`src/rtl/fpa_pkg.sv`:
```
package fpa_pkg;
  localparam int EXP_W   = 8;
  localparam int FRAC_W  = 23;
  localparam int WORD_W  = EXP_W + FRAC_W + 1;
  localparam int MANT_W  = FRAC_W + 5;          // 2 headroom, hidden one, fraction, 2 guard
  localparam int IEXP_W  = EXP_W + 1;
  localparam int LZ_W    = $clog2(MANT_W + 1);
  localparam int ER_W    = IEXP_W + 2;
  localparam int EXP_MAX = (1 << EXP_W) - 1;
  localparam int HID_POS = MANT_W - 3;          // bit of the hidden one

  localparam logic [WORD_W-1:0] QNAN_WORD =
    {1'b0, {EXP_W{1'b1}}, 1'b1, {(FRAC_W-1){1'b0}}};

  typedef struct packed {
    logic              special;
    logic [WORD_W-1:0] spec_word;
    logic [IEXP_W-1:0] exp;
    logic [MANT_W-1:0] ma;   // two's complement
    logic [MANT_W-1:0] mb;   // two's complement
  } align_st_t;

  typedef struct packed {
    logic              special;
    logic [WORD_W-1:0] spec_word;
    logic [IEXP_W-1:0] exp;
    logic [MANT_W-1:0] sum;  // two's complement
  } sum_st_t;
endpackage

```
`src/rtl/fpa_lzc.sv`:
```
module fpa_lzc #(
  parameter int W   = 28,
  parameter int CNT = $clog2(W + 1)
) (
  input  logic [W-1:0]   vec,
  output logic [CNT-1:0] cnt
);
  always_comb begin
    cnt = CNT'(W);
    for (int i = 0; i < W; i++) begin
      if (vec[i]) cnt = CNT'(W - 1 - i);
    end
  end
endmodule

```
`src/rtl/fpa_align.sv`:
```
module fpa_align
  import fpa_pkg::*;
(
  input  logic [WORD_W-1:0] op_a,
  input  logic [WORD_W-1:0] op_b,
  input  logic              op_sub,
  output align_st_t         st
);
  logic              sgn_a, sgn_b;
  logic [EXP_W-1:0]  ex_a, ex_b, dexp;
  logic [FRAC_W-1:0] fr_a, fr_b;
  logic [MANT_W-1:0] mag_a, mag_b, lead_mag, trail_mag, trail_sh;
  logic              lead_s, trail_s, a_leads;
  logic              nan_a, nan_b, inf_a, inf_b;

  always_comb begin
    sgn_a = op_a[WORD_W-1];
    sgn_b = op_b[WORD_W-1] ^ op_sub;
    ex_a  = op_a[WORD_W-2 -: EXP_W];
    ex_b  = op_b[WORD_W-2 -: EXP_W];
    fr_a  = op_a[FRAC_W-1:0];
    fr_b  = op_b[FRAC_W-1:0];

    mag_a = (ex_a == '0) ? '0 : {2'b00, 1'b1, fr_a, 2'b00};
    mag_b = (ex_b == '0) ? '0 : {2'b00, 1'b1, fr_b, 2'b00};

    a_leads   = (ex_a >= ex_b);
    dexp      = a_leads ? (ex_a - ex_b) : (ex_b - ex_a);
    lead_mag  = a_leads ? mag_a : mag_b;
    lead_s    = a_leads ? sgn_a : sgn_b;
    trail_mag = a_leads ? mag_b : mag_a;
    trail_s   = a_leads ? sgn_b : sgn_a;
    trail_sh  = trail_mag >> dexp;

    st.exp = {1'b0, (a_leads ? ex_a : ex_b)};
    st.ma  = lead_s  ? -lead_mag : lead_mag;
    st.mb  = trail_s ? -trail_sh : trail_sh;

    nan_a = (ex_a == EXP_W'(EXP_MAX)) && (fr_a != '0);
    nan_b = (ex_b == EXP_W'(EXP_MAX)) && (fr_b != '0);
    inf_a = (ex_a == EXP_W'(EXP_MAX)) && (fr_a == '0);
    inf_b = (ex_b == EXP_W'(EXP_MAX)) && (fr_b == '0);

    st.special = (ex_a == EXP_W'(EXP_MAX)) || (ex_b == EXP_W'(EXP_MAX));
    if (nan_a || nan_b || (inf_a && inf_b && (sgn_a != sgn_b)))
      st.spec_word = QNAN_WORD;
    else if (inf_a)
      st.spec_word = {sgn_a, {EXP_W{1'b1}}, {FRAC_W{1'b0}}};
    else
      st.spec_word = {sgn_b, {EXP_W{1'b1}}, {FRAC_W{1'b0}}};
  end
endmodule

```
`src/rtl/fpa_pack.sv`:
```
module fpa_pack
  import fpa_pkg::*;
(
  input  sum_st_t           st,
  output logic [WORD_W-1:0] word
);
  logic              neg;
  logic [MANT_W-1:0] mag, unused_norm;
  logic [LZ_W-1:0]   lz;
  logic signed [ER_W-1:0] e_res;

  fpa_lzc #(.W(MANT_W), .CNT(LZ_W)) i_lzc (
    .vec (mag),
    .cnt (lz)
  );

  always_comb begin
    neg         = st.sum[MANT_W-1];
    mag         = neg ? -st.sum : st.sum;
    unused_norm = mag << lz;
    e_res = $signed({2'b00, st.exp}) + $signed(ER_W'(MANT_W - 1 - HID_POS))
          - $signed({{(ER_W-LZ_W){1'b0}}, lz});

    if (st.special)
      word = st.spec_word;
    else if (mag == '0)
      word = '0;
    else if (e_res <= $signed(ER_W'(0)))
      word = {neg, {(WORD_W-1){1'b0}}};
    else if (e_res >= $signed(ER_W'(EXP_MAX)))
      word = {neg, {EXP_W{1'b1}}, {FRAC_W{1'b0}}};
    else
      word = {neg, e_res[EXP_W-1:0], unused_norm[MANT_W-2 -: FRAC_W]};
  end
endmodule

```
`src/rtl/fp32_trunc_adder.sv`:
```
module fp32_trunc_adder
  import fpa_pkg::*;
(
  input  logic              clk,
  input  logic              rst_n,
  input  logic              in_valid,
  input  logic [WORD_W-1:0] op_a,
  input  logic [WORD_W-1:0] op_b,
  input  logic              op_sub,
  output logic              out_valid,
  output logic [WORD_W-1:0] out_result
);
  align_st_t         s1_d, s1_q;
  sum_st_t           s2_d, s2_q;
  logic [WORD_W-1:0] s3_d;
  logic              s1_vld_q, s2_vld_q, s3_vld_q;
  logic [WORD_W-1:0] s3_q;

  // stage 1: unpack, order, align
  fpa_align i_align (
    .op_a   (op_a),
    .op_b   (op_b),
    .op_sub (op_sub),
    .st     (s1_d)
  );

  // stage 2: two's-complement sum
  always_comb begin
    s2_d.special   = s1_q.special;
    s2_d.spec_word = s1_q.spec_word;
    s2_d.exp       = s1_q.exp;
    s2_d.sum       = s1_q.ma + s1_q.mb;
  end

  // stage 3: renormalise and pack
  fpa_pack i_pack (
    .st   (s2_q),
    .word (s3_d)
  );

  always_ff @(posedge clk or negedge rst_n) begin
    if (!rst_n) begin
      s1_vld_q <= 1'b0;
      s2_vld_q <= 1'b0;
      s3_vld_q <= 1'b0;
    end else begin
      s1_vld_q <= in_valid;
      s2_vld_q <= s1_vld_q;
      s3_vld_q <= s2_vld_q;
    end
  end

  always_ff @(posedge clk or negedge rst_n) begin
    if (!rst_n) begin
      s1_q <= '0;
      s2_q <= '0;
      s3_q <= '0;
    end else begin
      if (in_valid) s1_q <= s1_d;
      if (s1_vld_q) s2_q <= s2_d;
      if (s2_vld_q) s3_q <= s3_d;
    end
  end

  assign out_valid  = s3_vld_q;
  assign out_result = s3_q;
endmodule

```
`config.mk`:
```
export PLATFORM = sky130hd
export DESIGN_NAME = fp32_trunc_adder
export DESIGN_NICKNAME = d
export VERILOG_FILES = /design/src/rtl/fpa_pkg.sv /design/src/rtl/fpa_lzc.sv /design/src/rtl/fpa_align.sv /design/src/rtl/fpa_pack.sv /design/src/rtl/fp32_trunc_adder.sv
export SDC_FILE = /design/constraint.sdc
export NUM_CORES = 1
export LEC_CHECK = 0
export BUFFER_PORTS_ARGS = -buffer_cell sky130_fd_sc_hd__buf_4
export CAP_MARGIN = 20
export CORE_MARGIN = 8
export CORE_UTILIZATION = 30
export DETAILED_ROUTE_END_ITERATION = 10
export PLACE_DENSITY = 0.52
export SLEW_MARGIN = 20
export SYNTH_ARGS = -nofsm -noshare
export SYNTH_HDL_FRONTEND = slang
export SYNTH_SLANG_ARGS = --single-unit
export TNS_END_PERCENT = 1
```
`constraint.sdc`:
```
create_clock -name clk -period 9.15 [get_ports clk]
set_input_delay 1.83 -clock clk [delete_from_list [all_inputs] [get_ports clk]]
set_output_delay 1.83 -clock clk [all_outputs]
set_load 0.1 [all_outputs]
```
After elaboration in Yosys (flattened, before gate mapping)
Index checks and enable logic that the tools add are counted.

cells by class
  bitwise operators = 1
  multiplexer cells = 45
  order comparisons = 3
  add/sub/neg operators = 8
  reductions and logical operators = 16
  eq/ne operators = 3
  shifts and indexed selects = 2
  multiply operators = 0
  div/mod/pow operators = 0

operators with widths
  cell                                                                               count
  28-bit 2-to-1 mux                                                                  5
  5-bit 2-to-1 mux                                                                   27
  32-bit 2-to-1 mux                                                                  4
  28-bit negation                                                                    3
  31-bit 2-to-1 mux                                                                  2
  26-bit 2-to-1 mux                                                                  2
  23-bit logical NOT                                                                 2
  23-bit nonzero test                                                                2
  28-bit adder                                                                       1
  28-bit logical NOT                                                                 1
  28-bit by 5-bit left shift with 27-bit output                                      1
  28-bit by 8-bit >> shifter with 28-bit output                                      1
  8-bit == test, second input constant                                               2
  8-bit logical NOT                                                                  2
  8-bit 2-to-1 mux                                                                   2
  8-bit subtractor                                                                   2
  11-bit by 9-bit >= comparator with 1-bit output, second input constant             1
  11-bit by 1-bit less-or-equal comparator with 1-bit output, second input constant  1
  11-bit by 6-bit subtractor with 11-bit output                                      1
  8-bit by 2-bit adder with 9-bit output, second input constant                      1
  8-bit >= comparator                                                                1
  1-bit logical AND                                                                  6
  1-bit logical OR                                                                   3
  3-bit 2-to-1 mux                                                                   1
  other kinds (3)                                                                    4

word-level totals
  bits in latches = 0
  register bits = 201
  memories kept = 0
  output and inout bits = 33
  logic and storage cells = 91
  bits of input ports = 68
  memory bits (writable) = 0
  ROM bits = 0

Depth between registers and ports, before layout
  depth in word-level cells = 36
  mapped depth = 32

Modules after synthesis
From an unflattened synthesis, not the netlist that was laid out.

unflattened totals
  cells, all modules = 2167
  area, all modules = 18884.4 um2

by module, submodules not included
  module            area an instance (um2)  cells an instance  times used
  fp32_trunc_adder  8959.8                  650                1
  fpa_align         5634.2                  839                1
  fpa_pack          3953.8                  618                1
  fpa_lzc           336.6                   60                 1

Least setup slack after synthesis
Ideal clock, no wire load.

  kind = register to register
  start = register s2_q[0] (netlist bit)
  end = register s3_q[6] (netlist: out_result[6])
  setup slack = 2.236 ns
  cell stages (with the launch flop) = 29
  buffers on the path = 2
  data required time = 9.024 ns
  setup time = 0.126 ns
  arrival = 6.787 ns
  cells stage by stage = dfrtp_1 -> inv_1 -> ha_1 -> or4b_2 -> or3_1 -> o31ai_1 -> xnor2_1 -> nor2_1 -> a2111oi_2 -> a21oi_1 -> o31a_4 -> nand2_8 -> buf_4 -> ha_1 -> inv_1 -> fa_1 -> a21o_1 -> a21oi_1 -> xnor2_1 -> and4_1 -> nand3_1 -> or3b_2 -> o311ai_1 -> or3_1 -> buf_6 -> nor2_4 -> nand3_2 -> nor2_1 -> a221o_1

between the ends
  cells in the longest elaborated chain, start to end = 36
  elaborated cells between the ends (all ways) = 39
  those cells by class = add/sub: 2; order compare: 2; shift: 1; mux: 33; reduce/logical: 1

RTL lines
  what                                             RTL line                text
  start: declaration                               fp32_trunc_adder.sv:14  sum_st_t s2_d, s2_q;
  start signal: assignment                         fp32_trunc_adder.sv:56  s2_q <= '0;
  start signal: assignment                         fp32_trunc_adder.sv:60  if (s1_vld_q) s2_q <= s2_d;
  28-bit negation                                  fpa_pack.sv:19          mag = neg ? -st.sum : st.sum;
  28-bit 2-to-1 mux *                              fpa_pack.sv:19
  3-bit 2-to-1 mux                                 fpa_lzc.sv:11           if (vec[i]) cnt = CNT'(W - 1 - i);
  5-bit 2-to-1 mux (27 in series)                  fpa_lzc.sv:11
  11-bit by 6-bit subtractor with 11-bit output    fpa_pack.sv:22          - $signed({{(ER_W-LZ_W){1'b0}}, lz});
  11-bit by 9-bit >= comparator with 1-bit output  fpa_pack.sv:30          else if (e_res >= $signed(ER_W'(EXP_MAX)))
  31-bit 2-to-1 mux                                fpa_pack.sv:30
  31-bit 2-to-1 mux                                fpa_pack.sv:28          else if (e_res <= $signed(ER_W'(0)))
  32-bit 2-to-1 mux *                              fpa_pack.sv:26          else if (mag == '0)
  32-bit 2-to-1 mux *                              fpa_pack.sv:24          if (st.special)
  end signal: assignment                           fp32_trunc_adder.sv:57  s3_q <= '0;
  end signal: assignment                           fp32_trunc_adder.sv:61  if (s2_vld_q) s3_q <= s3_d;
  end: declaration                                 fp32_trunc_adder.sv:17  logic [WORD_W-1:0] s3_q;

Every way passes the cells marked *; elsewhere a longest branch is shown, timed or not.
A chain may end at the register's enable or synchronous reset.

Worst setup path after layout
  start = register s2_q[0] (netlist bit)
  end = register s3_q[13] (netlist: out_result[13])

Same word-level chain as after synthesis.

==> results.yml <==
outcome:
  status: "completed"
drt:
  via_count: 13260
  route.detailed.drc: 0
  vias_per_cell: 5.601
  dr.pass1.iters: 6
  drt-wirelength-per-cell_um: 20.19
  drtIter0Drc: 1064
  routed_wl_mm: 47.82
  antenna_left: 0
logic_synthesis:
  yosysUniqueCellTypes: 99
  syn_inst: 1704
  syn_nets: 1825
  synth-seq-cells: 141
  yosys_warnings: 0
  syn_area_um2: 14150
  synth_edf_count: 0
  synth_ff_type: "dfrtp_1"
  synth.avg_cell_area_um2: 8.302
  async_reset_ff_frac: 1.000
  synth-seq-area-share: 0.2494
floorplanning:
  core_um2: 46560
  die_w_um: 233.2
  pin_count: 101
  fp.dieArea_um2: 54360
  rows: 79
  die_y_um: 233.2
  initial_core_util: 0.3039
cts:
  cts_tree: "yes"
  root_buffer: "clkbuf_16"
  cts_resized: 0
  cts_buffers: 17
  post_cts_buffers: 0
  clock-sinks: 141
  clk_pin_slew_ns: 0.07
  clockBufferDepth: 2
  cts-hold-fix-buffers: 0
  htree_levels: 4
  worstSkewPairLatency_ns: 0.43
timing:
  period_needed_ns: 7.565
  rsz0062_at_grt: "no"
  post-route-period-util: 0.8268
  finClkSkew_ns: 0.01057
  timing.final.ws_setup_ns: 1.585
  fmax_ghz: 0.1322
  hold_violations: 0
  worst_pin_slew_ns: 1.018
  timing.hold.ws_ns: 0.4669
  fin_tns_setup_ns: 0
  relSlewSlack: 0.3151
  drv_slew: 0
  setup_viol: 0
placement:
  place_hpwl_mm: 38.14
  port_buffers: 100
  globalplace.congestion: 0.9728
  pre_cts_ws_ns: 1.446
global_route:
  grt_use_total: 0.1736
  met2_usage: 0.2775
  grt_pass1_wl_mm: 75.62
  grtUsageMet3: 0.03215
  use_met1: 0.2290
  grt_most_used_layer: "met2"
  grt_pass1_vias: 13160
  grt_max_degree: 77
  grt_antenna_before_repair: 0
  grt_overflow: 0
power:
  leakage_nw: 6.916
  powerDensity_nw_per_um2: 364.2
  max-vdd-ir-drop_mv: 0.3388
cells_and_area:
  area_delta_synth_final_pct: 13.01
  final_cell_mix: "150 x nor2_1, 146 x nand2_1, 141 x dfrtp_1"
  multi_input_area_um2: 9945
  diodes: 0
  drive_gt1_frac: 0.1664
  seq_area_um2: 3528
  nNetsFinal: 1869
  fillers: 4880
  final_common_cell: "nor2_1"
worst_setup_path:
  cp.arrival_ns: 7.92
  crit_buf_inv: 3
  start_kind: "register"
  regToRegEndpoint: "out_result[13]"
  critPathKind: "register to register"
  cp_common_cell: "o21a_1"
  cpLargestDelayFamily: "simple AND/OR/NAND/NOR gates"
  cp_slowest_stage_delay_ns: 0.68
  timing.rr.start: "s2_q[0]"
  crit_chain: "inv_1 -> ha_1 -> or4b_2 -> or2_2 -> o41ai_2 -> xor2_1 -> nand2_1 -> nor3_1 -> o21a_1 -> clkinv_1 -> ha_1 -> inv_1 -> a21oi_1 -> o21a_1 -> nor4bb_1 -> xnor2_1 -> o31a_1 -> nor2_1 -> or3_1 -> nor3_2 -> nand3_1 -> o21a_1 -> nand2b_1 -> o221ai_1"
  cp-end-kind: "register"
  slowest_stage: "nor3_1"
  worst_r2r_path_depth: 24
  critPathMaxFanout: 10
  required_ns: 9.50
  reg2reg_slack_ns: 1.58
worst_hold_path:
  holdCritPathClass: "register to register"
  min_from: "s1_q[95]"
  hold_path_depth: 1
  whs_endpoint: "s1_q[95]"
job:
  timing.max_cap.violations: 0
==> through the flow <==
stage / instances / area [µm²] / total power [W] / util
after global routing: 2368 / 15990 / 0.006285 / 0.3434
after detailed placement: 2336 / 15440 / 0.005161 / 0.3316
after CTS: 2368 / 15990 / 0.005845 / 0.3434
after floorplan: 1704 / 14150 / 0.004139 / -
after global placement: 2336 / 15430 / 0.005146 / 0.3314
final: 2368 / 15990 / 0.005822 / 0.3434
==> cell type report <==
cell class,instances,area share
Tap cell,607,0.04751
Clock inverter,13,0.007357
Sequential cell,141,0.2207
Inverter,77,0.01824
Multi-Input combinational cell,1390,0.6221
Timing Repair Buffer,121,0.05706
Clock buffer,19,0.02708
==> routing by layer <==
layer	share of wire	vias up	wire length, µm
li1	-	6365	-
met1	0.46	6369	21990
met2	0.45	423	21480
met3	0.054	107	2582
met4	0.037	0	1762
met5	0	-	0
==> flip-flops by register name, summed over array words and instances (netlist names) <==
register	count
s2_vld_q	1
s1_q	66
out_result	32
s2_q	40
s1_vld_q	1
out_valid	1
==> worst max path at each step <==
stage,start,to,slack [ns],depth (start not counted)
floorplan,s2_q[0],out_result[6],2.24,28
global placement,op_a[23],s1_q[24],1.61,20
detailed placement,op_a[23],s1_q[24],1.45,20
CTS,s2_q[0],out_result[13],1.71,24
global route,s2_q[0],out_result[13],1.14,24
finish,s2_q[0],out_result[13],1.58,24
==> power breakdown <==
part           total (W)  internal [W]  switching, W
logic            0.00409       0.00154       0.00254
clock network   0.000651      0.000374      0.000277
registers        0.00108      0.000854      0.000230
total            0.00582       0.00277       0.00305
==> worst register-to-register path: cells and delay by family, from the launching register on <==
kind	cells	cell delay, ns
AOI/OAI and AO/OA	7	1.54
xor gates and xnor gates	2	0.67
adders and majority gates	2	0.65
buffers and inverters	3	0.52
DFF	1	0.39
and+or+nand+nor	10	3.72
==> logic make-up after synthesis <==
group	count (synthesis)	synth area share
AO/OA/AOI/OAI	440	0.2079
XOR/XNOR	108	0.06687
adder cells (fa/ha/maj)	53	0.04900
buffers and inverters	173	0.05077
flip-flops	141	0.2494
multiplexers	230	0.1803
AND/OR/NAND/NOR	559	0.1957
==> Yosys cell counts (15+ instances only) <==
cell type | number | area [µm²]
o211ai_1 | 17 | 127.6
and3_1 | 25 | 156.4
nand4_1 | 16 | 100.1
a21o_1 | 16 | 120.1
ha_1 | 49 | 613.1
or3_1 | 15 | 93.84
a31oi_1 | 25 | 156.4
buf_2 | 20 | 100.1
inv_1 | 72 | 270.3
nor2b_1 | 22 | 137.6
clkbuf_1 | 64 | 240.2
nand2_1 | 146 | 548.0
nor3_1 | 41 | 205.2
xnor2_1 | 60 | 525.5
xor2_1 | 48 | 420.4
mux2_2 | 94 | 1059
a21oi_1 | 104 | 520.5
dfrtp_1 | 141 | 3528
o31ai_1 | 17 | 127.6
nor4_1 | 21 | 131.4
mux2i_1 | 124 | 1241
nor2_1 | 150 | 563.0
nand3_1 | 49 | 245.2
o21ai_0 | 97 | 485.5
Note: power is estimated with default switching activity, not from simulation.
